[src/rtl/pwm_dbuf_pkg.sv]
package pwm_dbuf_pkg;

   // Prescale select codes; codes above the last level clamp to it.
   typedef enum logic [1:0] {
      PRE_DIV1  = 2'd0,
      PRE_DIV4  = 2'd1,
      PRE_DIV16 = 2'd2
   } pre_sel_e;

   // Clamp a select code to the highest implemented level.
   function automatic int unsigned clamp_level(input int unsigned sel, input int unsigned levels);
      return (sel >= levels) ? levels - 1 : sel;
   endfunction

endpackage

[src/rtl/pwm_dbuf_prescaler.sv]
module pwm_dbuf_prescaler
   import pwm_dbuf_pkg::*;
#(
   parameter int unsigned FINE_W     = 2,
   parameter int unsigned PRE_STEP   = 2,
   parameter int unsigned PRE_LEVELS = 3,
   parameter int unsigned SEL_W      = 2,
   localparam int unsigned DIV_W     = FINE_W + PRE_STEP * (PRE_LEVELS - 1)
) (
   input  logic              clk_i,
   input  logic              rst_ni,
   input  logic              en_i,
   input  logic [SEL_W-1:0]  sel_i,
   output logic              tick_o,
   output logic [FINE_W-1:0] fine_n_o
);

   if (PRE_LEVELS < 1 || PRE_LEVELS > (1 << SEL_W)) begin : g_bad_levels
      $error("PRE_LEVELS must be between 1 and 2**SEL_W");
   end
   if (FINE_W < 1) begin : g_bad_fine
      $error("FINE_W must be at least 1");
   end

   logic [DIV_W-1:0]  div_q, div_n;
   logic [DIV_W-1:0]  last_a [PRE_LEVELS];
   logic [FINE_W-1:0] fine_a [PRE_LEVELS];
   logic [SEL_W-1:0]  lvl;

   // One terminal count and one fine-bit slice per prescale level.
   for (genvar g = 0; g < PRE_LEVELS; g++) begin : g_lvl
      assign last_a[g] = DIV_W'((64'd1 << (FINE_W + PRE_STEP * g)) - 64'd1);
      assign fine_a[g] = FINE_W'(div_n >> (PRE_STEP * g));
   end

   always_comb lvl = SEL_W'(clamp_level(int'(sel_i), PRE_LEVELS));

   assign tick_o = en_i && (div_q >= last_a[lvl]);

   always_comb begin
      if (!en_i || tick_o) div_n = '0;
      else                 div_n = div_q + DIV_W'(1);
   end

   assign fine_n_o = fine_a[lvl];

   always_ff @(posedge clk_i or negedge rst_ni) begin
      if (!rst_ni) div_q <= '0;
      else         div_q <= div_n;
   end

   // each count step restarts the divide counter
   a_r2_step_restart: assert property (@(posedge clk_i) disable iff (!rst_ni)
      tick_o |=> (div_q == '0));

endmodule

[src/rtl/pwm_dbuf_period_cnt.sv]
module pwm_dbuf_period_cnt #(
   parameter int unsigned CNT_W = 8
) (
   input  logic             clk_i,
   input  logic             rst_ni,
   input  logic             en_i,
   input  logic             tick_i,
   input  logic [CNT_W-1:0] period_i,
   output logic             roll_o,
   output logic [CNT_W-1:0] cnt_n_o
);

   if (CNT_W < 2) begin : g_bad_cnt
      $error("CNT_W must be at least 2");
   end

   logic [CNT_W-1:0] cnt_q;

   // The period value is compared live on every step.
   assign roll_o = tick_i && (cnt_q == period_i);

   always_comb begin
      if (!en_i || roll_o) cnt_n_o = '0;
      else if (tick_i)     cnt_n_o = cnt_q + CNT_W'(1);
      else                 cnt_n_o = cnt_q;
   end

   always_ff @(posedge clk_i or negedge rst_ni) begin
      if (!rst_ni) cnt_q <= '0;
      else         cnt_q <= cnt_n_o;
   end

   // a rollover leaves the counter at zero
   a_r3_roll_clears: assert property (@(posedge clk_i) disable iff (!rst_ni)
      roll_o |=> (cnt_q == '0));

   // a disabled block holds its counter at zero
   a_r8_cnt_idle: assert property (@(posedge clk_i) disable iff (!rst_ni)
      !en_i |=> (cnt_q == '0));

   // without a step the counter holds its value
   a_r9_hold_between_steps: assert property (@(posedge clk_i) disable iff (!rst_ni)
      (en_i && !tick_i) |=> $stable(cnt_q));

endmodule

[src/rtl/pwm_dbuf_duty_regs.sv]
module pwm_dbuf_duty_regs #(
   parameter int unsigned DUTY_W = 10
) (
   input  logic              clk_i,
   input  logic              rst_ni,
   input  logic              roll_i,
   input  logic [DUTY_W-1:0] duty_i,
   output logic [DUTY_W-1:0] act_o,
   output logic              buf_zero_o
);

   logic [DUTY_W-1:0] buf_q;
   logic [DUTY_W-1:0] act_q;

   always_ff @(posedge clk_i or negedge rst_ni) begin
      if (!rst_ni) begin
         buf_q <= '0;
         act_q <= '0;
      end else begin
         buf_q <= duty_i;
         if (roll_i) act_q <= buf_q;
      end
   end

   assign act_o      = act_q;
   assign buf_zero_o = (buf_q == '0);

   // the buffered value reaches the compare register at rollover
   a_r3_duty_load: assert property (@(posedge clk_i) disable iff (!rst_ni)
      roll_i |=> (act_q == $past(buf_q)));

   // the active duty is frozen between rollovers
   a_r7_duty_frozen: assert property (@(posedge clk_i) disable iff (!rst_ni)
      !roll_i |=> $stable(act_q));

endmodule

[src/rtl/pwm_dbuf_out_stage.sv]
module pwm_dbuf_out_stage #(
   parameter int unsigned TB_W = 10
) (
   input  logic            clk_i,
   input  logic            rst_ni,
   input  logic            en_i,
   input  logic            roll_i,
   input  logic            buf_zero_i,
   input  logic [TB_W-1:0] tb_n_i,
   input  logic [TB_W-1:0] act_i,
   output logic            pwm_o
);

   logic out_q, out_n;

   always_comb begin
      out_n = out_q;
      if (!en_i)                out_n = 1'b0;
      else if (roll_i)          out_n = !buf_zero_i;
      else if (tb_n_i == act_i) out_n = 1'b0;
   end

   always_ff @(posedge clk_i or negedge rst_ni) begin
      if (!rst_ni) out_q <= 1'b0;
      else         out_q <= out_n;
   end

   assign pwm_o = out_q;

   // a rollover with a nonzero duty raises the output
   a_r3_set_on_roll: assert property (@(posedge clk_i) disable iff (!rst_ni)
      (en_i && roll_i && !buf_zero_i) |=> out_q);

   // a zero duty keeps the output low at the period start
   a_r5_zero_no_set: assert property (@(posedge clk_i) disable iff (!rst_ni)
      (en_i && roll_i && buf_zero_i) |=> !out_q);

   // disabling forces the output low
   a_r8_disable_low: assert property (@(posedge clk_i) disable iff (!rst_ni)
      !en_i |=> !out_q);

endmodule

[src/rtl/pwm_dbuf_top.sv]
module pwm_dbuf_top #(
   parameter int unsigned CNT_W      = 8,
   parameter int unsigned FINE_W     = 2,
   parameter int unsigned PRE_STEP   = 2,
   parameter int unsigned PRE_LEVELS = 3,
   parameter int unsigned SEL_W      = 2,
   localparam int unsigned TB_W      = CNT_W + FINE_W
) (
   input  logic              clk_i,
   input  logic              rst_ni,
   input  logic              enable_i,
   input  logic [SEL_W-1:0]  presc_sel_i,
   input  logic [CNT_W-1:0]  period_i,
   input  logic [CNT_W-1:0]  duty_hi_i,
   input  logic [FINE_W-1:0] duty_lo_i,
   output logic              pwm_o
);

   logic              tick, roll, buf_zero;
   logic [FINE_W-1:0] fine_n;
   logic [CNT_W-1:0]  cnt_n;
   logic [TB_W-1:0]   act, tb_n;

   pwm_dbuf_prescaler #(
      .FINE_W(FINE_W), .PRE_STEP(PRE_STEP), .PRE_LEVELS(PRE_LEVELS), .SEL_W(SEL_W)
   ) u_pre (
      .clk_i(clk_i), .rst_ni(rst_ni), .en_i(enable_i), .sel_i(presc_sel_i),
      .tick_o(tick), .fine_n_o(fine_n)
   );

   pwm_dbuf_period_cnt #(.CNT_W(CNT_W)) u_cnt (
      .clk_i(clk_i), .rst_ni(rst_ni), .en_i(enable_i), .tick_i(tick),
      .period_i(period_i), .roll_o(roll), .cnt_n_o(cnt_n)
   );

   pwm_dbuf_duty_regs #(.DUTY_W(TB_W)) u_duty (
      .clk_i(clk_i), .rst_ni(rst_ni), .roll_i(roll),
      .duty_i({duty_hi_i, duty_lo_i}), .act_o(act), .buf_zero_o(buf_zero)
   );

   // Time base of the coming cycle: counter above, fine bits below.
   assign tb_n = {cnt_n, fine_n};

   pwm_dbuf_out_stage #(.TB_W(TB_W)) u_out (
      .clk_i(clk_i), .rst_ni(rst_ni), .en_i(enable_i), .roll_i(roll),
      .buf_zero_i(buf_zero), .tb_n_i(tb_n), .act_i(act), .pwm_o(pwm_o)
   );

endmodule

[config.mk]
export PLATFORM = sky130hd
export DESIGN_NAME = pwm_dbuf_top
export DESIGN_NICKNAME = d
export VERILOG_FILES = /design/src/rtl/pwm_dbuf_pkg.sv /design/src/rtl/pwm_dbuf_prescaler.sv /design/src/rtl/pwm_dbuf_period_cnt.sv /design/src/rtl/pwm_dbuf_duty_regs.sv /design/src/rtl/pwm_dbuf_out_stage.sv /design/src/rtl/pwm_dbuf_top.sv
export SDC_FILE = /design/constraint.sdc
export NUM_CORES = 1
export LEC_CHECK = 0
export ABC_AREA = 1
export ABC_CLOCK_PERIOD_IN_PS = 2600
export BUFFER_PORTS_ARGS = -buffer_cell sky130_fd_sc_hd__buf_2
export CAP_MARGIN = 20
export CORE_MARGIN = 3
export CORE_UTILIZATION = 52
export DETAILED_ROUTE_END_ITERATION = 7
export HOLD_SLACK_MARGIN = 0.12
export PLACE_DENSITY = 0.75
export SKIP_CTS_REPAIR_TIMING = 1
export SLEW_MARGIN = 20
export SYNTH_ARGS = -nofsm -noshare
export SYNTH_HDL_FRONTEND = slang
export SYNTH_HIERARCHICAL = 1
export SYNTH_SLANG_ARGS = --single-unit
export TNS_END_PERCENT = 1
[constraint.sdc]
create_clock -name clk_i -period 2.6 [get_ports clk_i]
set_input_delay 0.26 -clock clk_i [delete_from_list [all_inputs] [get_ports clk_i]]
set_output_delay 0.26 -clock clk_i [all_outputs]
set_load 0.01 [all_outputs]
[Word-level counts from Yosys, hierarchy flattened]
Index checks and enable logic that the tools add are counted.
Cells by class
  multiplexer cells: 13
  reductions and logical operators: 7
  add/sub/neg operators: 2
  bitwise operators: 1
  magnitude comparators: 3
  eq/ne operators: 3
Operators with widths (number)
  6-bit 2-to-1 mux: 3
  8-bit 2-to-1 mux: 2
  6-bit binary-select mux with 2-bit select: 1
  10-bit equality test: 1
  10-bit zero test: 1
  8-bit by 1-bit adder with 8-bit output, second input constant: 1
  8-bit equality test: 1
  6-bit by 1-bit adder with 6-bit output, second input constant: 1
  6-bit greater-or-equal comparator: 1
  2-bit 2-to-1 mux: 3
  2-bit binary-select mux with 2-bit select: 1
  3-bit greater-or-equal comparator, second input constant: 1
  1-bit 2-to-1 mux: 3
  3-bit by 1-bit != test with 1-bit output, second input constant: 1
  2-bit inverter with 3-bit output: 1
  2-bit greater-or-equal comparator, second input constant: 1
  1-bit logical AND: 2
  1-bit zero test: 2
  1-bit logical OR: 2
Storage, ports and cells
  register bits after elaboration: 35
  input port bits: 23
  word-level logic and storage cells: 34

[Depth between registers and ports, before layout]
Gate-level depths: netlist of run 1.
  depth after elaboration: 17
  mapped depth: 23
  gate-level depth less buffers: 23

[Hierarchy]
The synthesis of run 1 kept the hierarchy.
Modules (own cells, without submodules)
  pwm_dbuf_duty_regs: seq. area each 500.5 um^2, area an instance 716.9 um^2, cells each 60, instances 1
  pwm_dbuf_period_cnt: seq. area each 200.2 um^2, area an instance 554.3 um^2, cells each 81, instances 1
  pwm_dbuf_prescaler: seq. area each 150.1 um^2, area an instance 475.5 um^2, cells each 67, instances 1
  pwm_dbuf_out_stage: seq. area each 25.0 um^2, area an instance 207.7 um^2, cells each 39, instances 1

[Least setup slack after synthesis of run 1]
No wires, ideal clock.
  kind: reg-to-reg
  start point: register u_pre.div_q[5]
  end point: register u_out.out_q (netlist: u_out/pwm_o)
  arrival time: 2320 ps
  path slack: 164 ps
  period minus slack after synthesis: 2436 ps
  stages on the path, launching flop included: 21
  cell sequence: dfrtp_1 > ha_1 > nand2_1 > nor2_1 > nand2_1 > nor2_1 > nor2_4 > nor2_1 > nand2_1 > nor2_2 > nand2_1 > xor2_1 > inv_1 > nor2_1 > nand2_1 > nand2_1 > nand2_1 > nor2_1 > nand3_1 > nand2_1 > nand2_1
Between the ends
  elaborated cells on any way between the ends: 16
  those cells by class: add/sub: 1; order compare: 1; eq/ne: 2; mux: 8; reduce/logical: 4
RTL lines
  start: declaration: line pwm_dbuf_prescaler.sv:25  | logic [DIV_W-1:0] div_q, div_n;
  start signal: assignment: line pwm_dbuf_prescaler.sv:49  | else div_q <= div_n;
  6-bit greater-or-equal comparator *: line pwm_dbuf_prescaler.sv:38  | assign tick_o = en_i && (div_q >= last_a[lvl]);
  1-bit logical AND *: line pwm_dbuf_prescaler.sv:38
  net tick: line pwm_dbuf_top.sv:19  | logic tick, roll, buf_zero;
  1-bit logical AND: line pwm_dbuf_period_cnt.sv:20  | assign roll_o = tick_i && (cnt_q == period_i);
  1-bit logical OR: line pwm_dbuf_period_cnt.sv:23  | if (!en_i || roll_o) cnt_n_o = '0;
  8-bit 2-to-1 mux *: line pwm_dbuf_period_cnt.sv:23
  net cnt_n[5]: line pwm_dbuf_top.sv:21  | logic [CNT_W-1:0] cnt_n;
  10-bit equality test *: line pwm_dbuf_out_stage.sv:20  | else if (tb_n_i == act_i) out_n = 1'b0;
  3-bit by 1-bit != test with 1-bit output (no source line) *
  end signal: assignment: line pwm_dbuf_out_stage.sv:25  | else out_q <= out_n;
  end: declaration: line pwm_dbuf_out_stage.sv:14  | logic out_q, out_n;
The timed path passes the listed nets; every way through them passes the cells marked *. The select of a mux whose other input is x is not followed.
A chain may end at the register's enable or synchronous reset.

[Worst setup path in the final report of run 1]
  start point: register u_pre.div_q[4]
  end point: register u_out.out_q (netlist: u_out/pwm_o)
The elaborated chain is that of the path after synthesis.

==> results.sh, run 1 <==
export IMPL_outcome="completed"
export IMPL_synthDistinctLibCells=25
export IMPL_vias=1600
export IMPL_drtPass1Iterations=4
export IMPL_antennaDiodeCount=0
export IMPL_seq_power_share_pct=49.6
export IMPL_ios=24
export IMPL_ys_top_cells_by_area="dfrtp_1 45%, nand2_1 12%, inv_1 9.0%"
export IMPL_ys_ff_latch=35
export IMPL_fin_crit_ns=2.493
export IMPL_track_usage_pct=17.97
export IMPL_cts_htree_levels=2
export IMPL_die_w_um=67.31
export IMPL_cp_endpoint="u_out/pwm_o$_DFFE_PN0P_"
export IMPL_cp_arrival_ns=2.67
export IMPL_powerDensity_nw_per_um2=468.7
export IMPL_yosysTopAreaCell="dfrtp_1"
export IMPL_clkLatencyLatePin_ns=0.28
export IMPL_antenna_found_initial=0
export IMPL_final_antenna_net_count=0
export IMPL_slew_viol_final=0
export IMPL_layout_commonest_cell="nand2_1"
export IMPL_p_comb_share_pct=8.4
export IMPL_fin_skew_ns=0.007471
export IMPL_nets=323
export IMPL_multi_input_area_um2=907.1
export IMPL_hp_class="input pin to flop"
export IMPL_die_area_um2=4530
export IMPL_switchingPower_mw=0.2543
export IMPL_leakage_nw=1.259
export IMPL_final_cell_mix="64 x nand2_1, 46 x inv_1, 35 x dfrtp_1"
export IMPL_finalCritPeriodShare_pct=95.90
export IMPL_startpoint="u_pre/div_q[4]$_DFF_PN0_"
export IMPL_critical_path_top_delay_family="simple AND/OR/NAND/NOR gates"
export IMPL_ys_seq_area_share_pct=44.81
export IMPL_crit_required_ns=2.77
export IMPL_port_buffers=23
export IMPL_regToRegSetupSlack_ns=0.11
export IMPL_worstRegToRegCells=19
export IMPL_clockRootBuffer="clkbuf_8"
export IMPL_dp_hpwl_um=2588
export IMPL_core_um2=3468
export IMPL_wirelength_um=3733
export IMPL_clockBufferDepth=2
export IMPL_die_h_um=67.31
export IMPL_cap_violations=0
export IMPL_cpPeakStageDelay_ns=0.40
export IMPL_rr_startpoint="u_pre/div_q[4]$_DFF_PN0_"
export IMPL_path_cells="ha_1 > nand2_1 > nor2_1 > nand2_1 > nor2_2 > nor2_4 > nor2_4 > nand2_1 > nor2_2 > nand4_2 > xor2_1 > nor2_2 > nand2_1 > nand2_1 > nand2_1 > nor2_1 > nand3_1 > nand2_1 > nand2_1"
export IMPL_syn_num_nets=275
export IMPL_cp_depth=19
export IMPL_relSlewSlack_pct=50.01
export IMPL_synth_top_area_share_pct=44.81
export IMPL_synth_cell_area_um2=1954
export IMPL_hold_viol=0
export IMPL_fill_cells=288
export IMPL_postSynthCellCount=247
export IMPL_wire_per_inst_um=10.92
export IMPL_grt_pass1_wl_um=6016
export IMPL_initial_core_util_pct=56.35
export IMPL_place_gp_congestion=0.8518
export IMPL_timing_critical_path_mode_cell="nand2_1"
export IMPL_setup_violations=0
export IMPL_critPathMaxFanout=5
export IMPL_grt_max_degree=36
export IMPL_rr_endpoint="u_out/pwm_o$_DFFE_PN0P_"
export IMPL_drt_iter0_drc=66
export IMPL_viasPerCell=4.678
export IMPL_ir_drop_mv=0.4290
export IMPL_cts_tree="yes"
export IMPL_switching_share_pct=22.30
export IMPL_critPathLaunchType="flop"
export IMPL_rsz0062_at_grt="true"
export IMPL_tightest_slew_ns=0.7499
export IMPL_rows=21
export IMPL_worstSetupPathType="flop to flop"
export IMPL_pwr_share_clk_pct=41.9
export IMPL_drc=0
export IMPL_crit_path_end_kind="flop"
export IMPL_register_area_um2=875.8
export IMPL_grt_overflow=0
export IMPL_clk_pin_slew_worst_paths_ns=0.07
export IMPL_grt_pass1_vias=1444
export IMPL_fmax_mhz=401.1
export IMPL_cts_sinks=35
export IMPL_cpMaxStageDelayCell="dfrtp_1"
export IMPL_finalPower_mw=1.141
export IMPL_fin_ws_ns=0.1067
export IMPL_cts_buffers=5
export IMPL_place_ws_ns=-0.09450
export IMPL_ys_warn_count=6
export IMPL_critPathBufInv=0
export IMPL_areaGrowthSynthToFinish_pct=24.52
export IMPL_intPower_mw=0.8862
export IMPL_finalSetupTns_ns=0
export IMPL_syn_avg_cell_area_um2=7.912
export IMPL_drive_above_1_share_pct=23.99
export IMPL_utilization_pct=70.17
-- state kept, by name (all words and copies together) (netlist names) --
name	flops
u_pre/div_q	6
u_duty/buf_q	10
u_cnt/cnt_q	8
u_duty/act_o	10
u_out/pwm_o	1
-- power by group through the flow --
| stage | logic, mW | clock network (mW) | registers, mW |
|---|---|---|---|
| after global placement | 0.0796 | 0 | 0.576 |
| final | 0.0963 | 0.478 | 0.566 |
| after floorplan | 0.0385 | 0 | 0.576 |
| after CTS | 0.0822 | 0.495 | 0.566 |
| after global routing | 0.108 | 0.515 | 0.568 |
| after detailed placement | 0.0811 | 0 | 0.576 |
-- synthesized netlist by cell type, drive strengths merged --
master  number
or2          1
nand2       67
a21oi        5
inv         48
xnor2        4
nor3         1
o21ai       13
dfrtp       35
and3b        1
nand4        8
buf          3
ha           5
xor2        10
nand3        9
nor2        35
nand3b       2
-- worst register-to-register path, stage by stage (launching register included) --
cell     delay [ns]
dfrtp_1        0.40
ha_1           0.28
nand2_1        0.06
nor2_1         0.08
nand2_1        0.07
nor2_2         0.15
nor2_4         0.05
nor2_4         0.15
nand2_1        0.11
nor2_2         0.15
nand4_2        0.10
xor2_1         0.17
nor2_2         0.17
nand2_1        0.08
nand2_1        0.06
nand2_1        0.05
nor2_1         0.09
nand3_1        0.08
nand2_1        0.06
nand2_1        0.04
-- final cells by class --
class,count,area share [%]
Clock buffer,5,2.828
Clock inverter,3,1.799
Inverter,48,7.404
Multi-Input combinational cell,161,37.28
Sequential cell,35,35.99
Tap cell,46,2.365
Timing Repair Buffer,44,12.34
-- cell families (layout without fill, tap and decap cells) --
logic type	count (synthesis)	count (layout)	synth area share [%]
AND/OR/NAND/NOR	124	124	28.36
buffers and inverters	51	100	10.63
flip-flops	35	35	44.81
adder cells (fa/ha/maj)	5	5	3.201
AO/OA/AOI/OAI	18	18	6.722
XOR/XNOR	14	14	6.274
-- worst min-delay path by stage --
stage,endpoint,cells past startpoint,slack (ns),startpoint
after floorplan,u_cnt/cnt_q[0]$_DFF_PN0_,0,-0.04,rst_ni
after global placement,u_pre/div_q[0]$_DFF_PN0_,1,0.37,rst_ni
after detailed placement,u_duty/buf_q[9]$_DFF_PN0_,1,0.37,duty_hi_i[7]
after CTS,u_duty/buf_q[4]$_DFF_PN0_,1,0.06,rst_ni
after global routing,u_out/pwm_o$_DFFE_PN0P_,4,0.46,enable_i
final,u_out/pwm_o$_DFFE_PN0P_,4,0.45,enable_i
-- per-layer routing --
layer	global-route usage [%]	share of wire [%]
met3	4.825	4.7
met2	30.18	47
met4	6.835	1.1
met1	22.05	47
met5	0	0
-- stage by stage --
| stage | hold WS [ns] | instance area, um2 | cells |
|---|---|---|---|
| 4_1_cts | 0.05821 | 2280 | 330 |
| 3_3_place_gp | 0.3672 | 2167 | 322 |
| 6_report | 0.4534 | 2434 | 342 |
| 5_1_grt | 0.4648 | 2434 | 342 |
| 3_5_place_dp | 0.3693 | 2167 | 322 |
| 2_1_floorplan | -0.03559 | 1954 | 247 |
Note: power is estimated with default switching activity, not from simulation.
==> inputs of run 2 (changes only) <==
GPL_TIMING_DRIVEN = 0   (was default)
==> run 2 against run 1 <==
  * Sequential share of layout area increased by 0.070 points
  * Largest cell class unchanged
  * Via count decreased by 3.7%
  * Critical endpoint unchanged
  * Core utilization about the same
  * Hold slack got worse by 0.16 ns
  * Total power increased by 0.35%
  * Critical path type unchanged
  * Critical path depth increased by 1
==> results.sh, run 2 (synthesis gave the netlist of run 1 again) <==
export IMPL_outcome="completed"
export IMPL_fill_cells=286
export IMPL_wire_per_inst_um=10.36
export IMPL_vias=1541
export IMPL_drc=0
export IMPL_final_cell_area_um2=2432
export IMPL_clockBufferDepth=2
export IMPL_grt_pass1_vias=1382
export IMPL_placed_area_um2=2127
export IMPL_ir_drop_mv=0.4570
export IMPL_cpPeakStageDelay_ns=0.41
export IMPL_critPathLaunchType="flop"
export IMPL_antenna_found_initial=0
export IMPL_rows=21
export IMPL_finalCritPeriodShare_pct=98.31
export IMPL_cap_violations=0
export IMPL_slew_viol_final=0
export IMPL_powerDensity_nw_per_um2=470.6
export IMPL_crit_path_end_kind="flop"
export IMPL_track_usage_pct=16.73
export IMPL_rsz0062_at_grt="true"
export IMPL_viasPerCell=4.519
export IMPL_clockRootBuffer="clkbuf_8"
export IMPL_hold_viol=0
export IMPL_initial_core_util_pct=56.35
export IMPL_die_w_um=67.31
export IMPL_drtPass1Iterations=4
export IMPL_dp_hpwl_um=2458
export IMPL_areaGrowthSynthToFinish_pct=24.46
export IMPL_core_um2=3468
export IMPL_leakage_nw=1.253
export IMPL_grt_max_degree=36
export IMPL_worstSetupPathType="flop to flop"
export IMPL_relSlewSlack_pct=49.94
export IMPL_clkLatencyLatePin_ns=0.29
export IMPL_fin_skew_ns=0.004001
export IMPL_hp_class="input pin to flop"
export IMPL_place_gp_congestion=0.8258
export IMPL_cpMaxStageDelayCell="dfrtp_1"
export IMPL_fin_crit_ns=2.556
export IMPL_die_h_um=67.31
export IMPL_port_buffers=23
export IMPL_grt_pass1_wl_um=5651
export IMPL_grt_overflow=0
export IMPL_path_cells="ha_4 > nand2_1 > nor2_1 > nand2_1 > nor2_2 > nor2_4 > nor2_4 > nand2_1 > nor2_2 > nand2_1 > xor2_1 > inv_1 > nor2_2 > nand2_1 > nand2_1 > nand2_1 > nor2_1 > nand3_1 > nand2_1 > nand2_1"
export IMPL_cts_tree="yes"
export IMPL_utilization_pct=70.13
export IMPL_drive_above_1_share_pct=24.07
export IMPL_antennaDiodeCount=0
export IMPL_wirelength_um=3533
export IMPL_final_cell_mix="65 x nand2_1, 46 x inv_1, 34 x dfrtp_1"
export IMPL_clk_pin_slew_worst_paths_ns=0.07
export IMPL_drt_iter0_drc=47
export IMPL_cts_buffers=5
export IMPL_tightest_slew_ns=0.7509
export IMPL_crit_required_ns=2.78
export IMPL_cts_sinks=35
export IMPL_cts_htree_levels=2
export IMPL_setup_violations=0
export IMPL_ios=24
export IMPL_layout_commonest_cell="nand2_1"
export IMPL_die_area_um2=4530
export IMPL_timing_critical_path_mode_cell="nand2_1"
export IMPL_final_antenna_net_count=0
export IMPL_critPathMaxFanout=5
export IMPL_nets=322
export IMPL_fmax_mhz=391.2
export IMPL_cp_arrival_ns=2.74
==> run 2: path summary, 6_finish.rpt <==
| kind | endpoint | slack [ns] | depth (start not counted) | startpoint |
|---|---|---|---|---|
| max | u_out/pwm_o$_DFFE_PN0P_ | 0.04 | 20 | u_pre/div_q[5]$_DFF_PN0_ |
| min | u_out/pwm_o$_DFFE_PN0P_ | 0.29 | 3 | enable_i |
| max reg2reg | u_out/pwm_o$_DFFE_PN0P_ | 0.04 | 20 | u_pre/div_q[5]$_DFF_PN0_ |
| min reg2reg | u_duty/act_o[6]$_DFFE_PN0P_ | 0.48 | 2 | u_duty/buf_q[6]$_DFF_PN0_ |
| max in group asynchronous | u_pre/div_q[0]$_DFF_PN0_ | 1.51 | 2 | rst_ni |
| min in group asynchronous | u_pre/div_q[2]$_DFF_PN0_ | 0.58 | 2 | rst_ni |
==> run 2: cell type report <==
| cell class | instances | area [um2] | share of cell area (%) |
|---|---|---|---|
| inverter | 48 | 180.2 | 7.407 |
| clock inverter | 3 | 43.79 | 1.800 |
| buffer | 3 | 27.53 | 1.132 |
| multi-input combinational | 161 | 907.1 | 37.29 |
| clock buffer | 5 | 68.82 | 2.829 |
| timing repair buffer | 40 | 270.3 | 11.11 |
| sequential | 35 | 877.1 | 36.06 |
| tap | 46 | 57.56 | 2.366 |
==> run 2: per-stage QoR <==
step	setup WS, ns	TNS, ns	std cells	power (mW)	hold WS, ns
finish	0.04389	0	341	1.145	0.2887
global placement	-0.2657	-0.2657	316	0.6517	0.3609
detailed placement	-0.3099	-0.4081	316	0.6548	0.3630
CTS	-0.2764	-0.2764	324	1.137	0.05142
floorplan	0.1636	0	247	0.6142	-0.03559
global route	-0.2182	-0.2182	341	1.184	0.3300
==> run 2: layer usage <==
layer	share of wire [%]	vias to the layer above	GRT usage [%]	wire, um
li1	-	840	-	-
met1	47	664	20.75	1678
met2	46	31	28.22	1613
met3	5.5	6	4.659	195
met4	1.3	0	5.316	45
met5	0	-	0	0
==> run 2: critical path: cells and delay by family (launching register included) <==
| family | cells | cell delay, ns |
|---|---|---|
| xor+xnor | 1 | 0.15 |
| fa+ha+maj | 1 | 0.28 |
| buf+inv | 1 | 0.07 |
| flops | 1 | 0.41 |
| simple gates | 17 | 1.56 |
==> run 2: report_power, final <==
part | total (mW) | internal [mW] | switching [mW]
clock | 0.483 | 0.285 | 0.198
combinational | 0.0924 | 0.0417 | 0.0507
sequential | 0.569 | 0.557 | 0.0115
total | 1.14 | 0.884 | 0.260
==> inputs of run 3 (changes only) <==
CORE_ASPECT_RATIO = 1.75   (was default)
==> run 3 against run 2 <==
  * Routed wire length is 0.14% higher
  * Via count is 4.3% higher
  * Clock power is 11% lower
  * Critical path depth stayed put
  * Cell count is 0.59% lower
  * Register-to-register slack worse by 0.03 ns
  * Fmax is 1.2% lower
  * Flip-flop and latch count stayed put
  * Setup slack worse by 0.032 ns
  * Core utilization is 1.1 points lower
  * Die area is 0.64% higher
  * Largest cell class unchanged
  * Highest routed layer unchanged
==> results.sh, run 3 (synthesis gave the netlist of run 1 again) <==
export IMPL_wirelength_um=3538
export IMPL_initial_core_util_pct=55.79
export IMPL_dp_hpwl_um=2506
export IMPL_cts_buffers=5
export IMPL_drive_above_1_share_pct=23.47
export IMPL_powerDensity_nw_per_um2=450.0
export IMPL_antennaDiodeCount=0
export IMPL_slew_viol_final=0
export IMPL_cap_violations=0
export IMPL_placed_area_um2=2126
export IMPL_cts_sinks=35
export IMPL_switching_share_pct=22.86
export IMPL_ir_drop_mv=0.4781
export IMPL_die_h_um=87.10
export IMPL_ios=24
export IMPL_grt_max_degree=36
export IMPL_timing_critical_path_mode_cell="nand2_1"
export IMPL_hp_class="input pin to flop"
export IMPL_rsz0062_at_grt="true"
export IMPL_p_comb_share_pct=8.4
export IMPL_crit_path_end_kind="flop"
export IMPL_leakage_nw=1.241
export IMPL_clkLatencyLatePin_ns=0.29
export IMPL_die_area_um2=4559
export IMPL_clockBufferDepth=2
export IMPL_outcome="completed"
export IMPL_rr_endpoint="u_out/pwm_o$_DFFE_PN0P_"
export IMPL_areaGrowthSynthToFinish_pct=23.75
export IMPL_rr_startpoint="u_pre/div_q[5]$_DFF_PN0_"
export IMPL_hold_end="u_out/pwm_o$_DFFE_PN0P_"
export IMPL_switchingPower_mw=0.2488
export IMPL_fin_skew_ns=0.009724
export IMPL_regToRegSetupSlack_ns=0.01
export IMPL_critPathLaunchType="flop"
export IMPL_die_w_um=52.34
export IMPL_crit_required_ns=2.78
export IMPL_drtPass1Iterations=4
export IMPL_hold_viol=0
export IMPL_worstSetupPathType="flop to flop"
export IMPL_rows=28
export IMPL_setup_violations=0
export IMPL_fill_cells=296
export IMPL_finalCritPeriodShare_pct=99.54
export IMPL_core_um2=3503
export IMPL_drt_iter0_drc=39
export IMPL_cpPeakStageDelay_ns=0.41
export IMPL_place_gp_congestion=0.7725
export IMPL_path_cells="ha_4 > nand2_1 > nor2_1 > nand2_1 > nor2_2 > nor2_4 > nor2_4 > inv_2 > a21oi_2 > nand2_1 > nor2_2 > nand3_2 > nand2_4 > nor2_2 > xnor2_1 > nand2_1 > nor2_1 > nand3_1 > nand2_1 > nand2_1"
export IMPL_port_buffers=23
export IMPL_seq_power_share_pct=52.1
export IMPL_wire_per_inst_um=10.44
export IMPL_grt_pass1_wl_um=5823
export IMPL_track_usage_pct=17.28
export IMPL_intPower_mw=0.8395
export IMPL_cts_tree="yes"
export IMPL_drc=0
export IMPL_clockRootBuffer="clkbuf_8"
export IMPL_grt_pass1_vias=1504
export IMPL_pwr_share_clk_pct=39.5
export IMPL_cts_htree_levels=2
export IMPL_vias=1608
export IMPL_final_cell_area_um2=2419
export IMPL_cpMaxStageDelayCell="dfrtp_1"
export IMPL_tightest_slew_ns=0.7541
export IMPL_grt_overflow=0
export IMPL_utilization_pct=69.04
export IMPL_whs_path_depth=3
export IMPL_final_cell_mix="65 x nand2_1, 46 x inv_1, 35 x dfrtp_1"
export IMPL_nets=321
export IMPL_hold_path_startpoint="enable_i"
export IMPL_final_antenna_net_count=0
export IMPL_cp_arrival_ns=2.77
export IMPL_worstRegToRegCells=20
export IMPL_layout_commonest_cell="nand2_1"
export IMPL_fin_crit_ns=2.588
export IMPL_viasPerCell=4.743
export IMPL_critPathMaxFanout=8
export IMPL_fmax_mhz=386.4
export IMPL_clk_pin_slew_worst_paths_ns=0.07
export IMPL_relSlewSlack_pct=49.73
export IMPL_antenna_found_initial=0
[run 3: cell count changes in the layout (fill, tap and decap cells not counted)]
cell        change
dfrtp_1         +1
clkinv_2        -1
nor2_4          +1
clkinv_4        -1
clkinvlp_4      +1
nor2_2          -1
buf_4           -1
bufinv_16       -1
clkbuf_8        +2
dfrtp_2         -1
[run 3: critical path, delay by kind of cell (launching register included)]
family | cells | cell delay, ns
and+or+nand+nor | 16 | 1.50
DFF | 1 | 0.41
adders and majority gates | 1 | 0.28
xor gates and xnor gates | 1 | 0.14
AOI/OAI and AO/OA | 1 | 0.10
buffers and inverters | 1 | 0.06
[run 3: worst max-delay path by stage]
stage,start,end,slack (ns),cells after the start
2_1_floorplan,u_pre/div_q[5]$_DFF_PN0_,u_out/pwm_o$_DFFE_PN0P_,0.16,20
3_3_place_gp,presc_sel_i[1],u_out/pwm_o$_DFFE_PN0P_,-0.28,24
3_5_place_dp,presc_sel_i[1],u_out/pwm_o$_DFFE_PN0P_,-0.34,24
4_1_cts,u_pre/div_q[5]$_DFF_PN0_,u_out/pwm_o$_DFFE_PN0P_,-0.29,20
5_1_grt,u_pre/div_q[4]$_DFF_PN0_,u_out/pwm_o$_DFFE_PN0P_,-0.24,20
6_report,u_pre/div_q[5]$_DFF_PN0_,u_out/pwm_o$_DFFE_PN0P_,0.01,20
[run 3: area by class of cell]
class                   instances  area [um2]  share of cell area, %
well taps                      45       56.30                  2.328
inverters                      48       180.2                  7.450
plain buffers                   3       27.53                  1.138
clock buffers                   7       96.34                  3.983
multi-input cells             161       912.1                  37.71
repair buffers                 39       262.8                  10.86
clock inverters                 1       7.507                 0.3104
flip-flops and latches         35       875.8                  36.21
[run 3: power by group through the flow]
stage          registers, mW  logic (mW)  clock network [mW]
4_1_cts                0.567      0.0765               0.444
3_3_place_gp           0.577      0.0737                   0
5_1_grt                0.569       0.104               0.469
6_report               0.567      0.0912               0.430
3_5_place_dp           0.577      0.0763                   0
2_1_floorplan          0.576      0.0385                   0
[run 3: metrics by stage]
stage                     hold slack (ns)  setup WS [ns]  cells  setup TNS, ns  total power [mW]
after global routing               0.3015        -0.2431    339        -0.2431             1.143
final                              0.2851        0.01193    339              0             1.088
after global placement             0.3631        -0.2803    315        -0.2803            0.6507
after CTS                         0.05635        -0.2924    323        -0.2924             1.087
after detailed placement           0.3694        -0.3444    315        -0.7899            0.6537
after floorplan                  -0.03559         0.1636    247              0            0.6142
[run 3: layer usage]
metal | global-route usage [%] | share of wire [%] | up-vias | wire [um]
li1 | - | - | 842 | -
met1 | 17.42 | 42 | 724 | 1486
met2 | 31.33 | 52 | 35 | 1823
met3 | 3.602 | 4.0 | 7 | 142
met4 | 9.767 | 2.4 | 0 | 85
met5 | 0 | 0 | - | 0
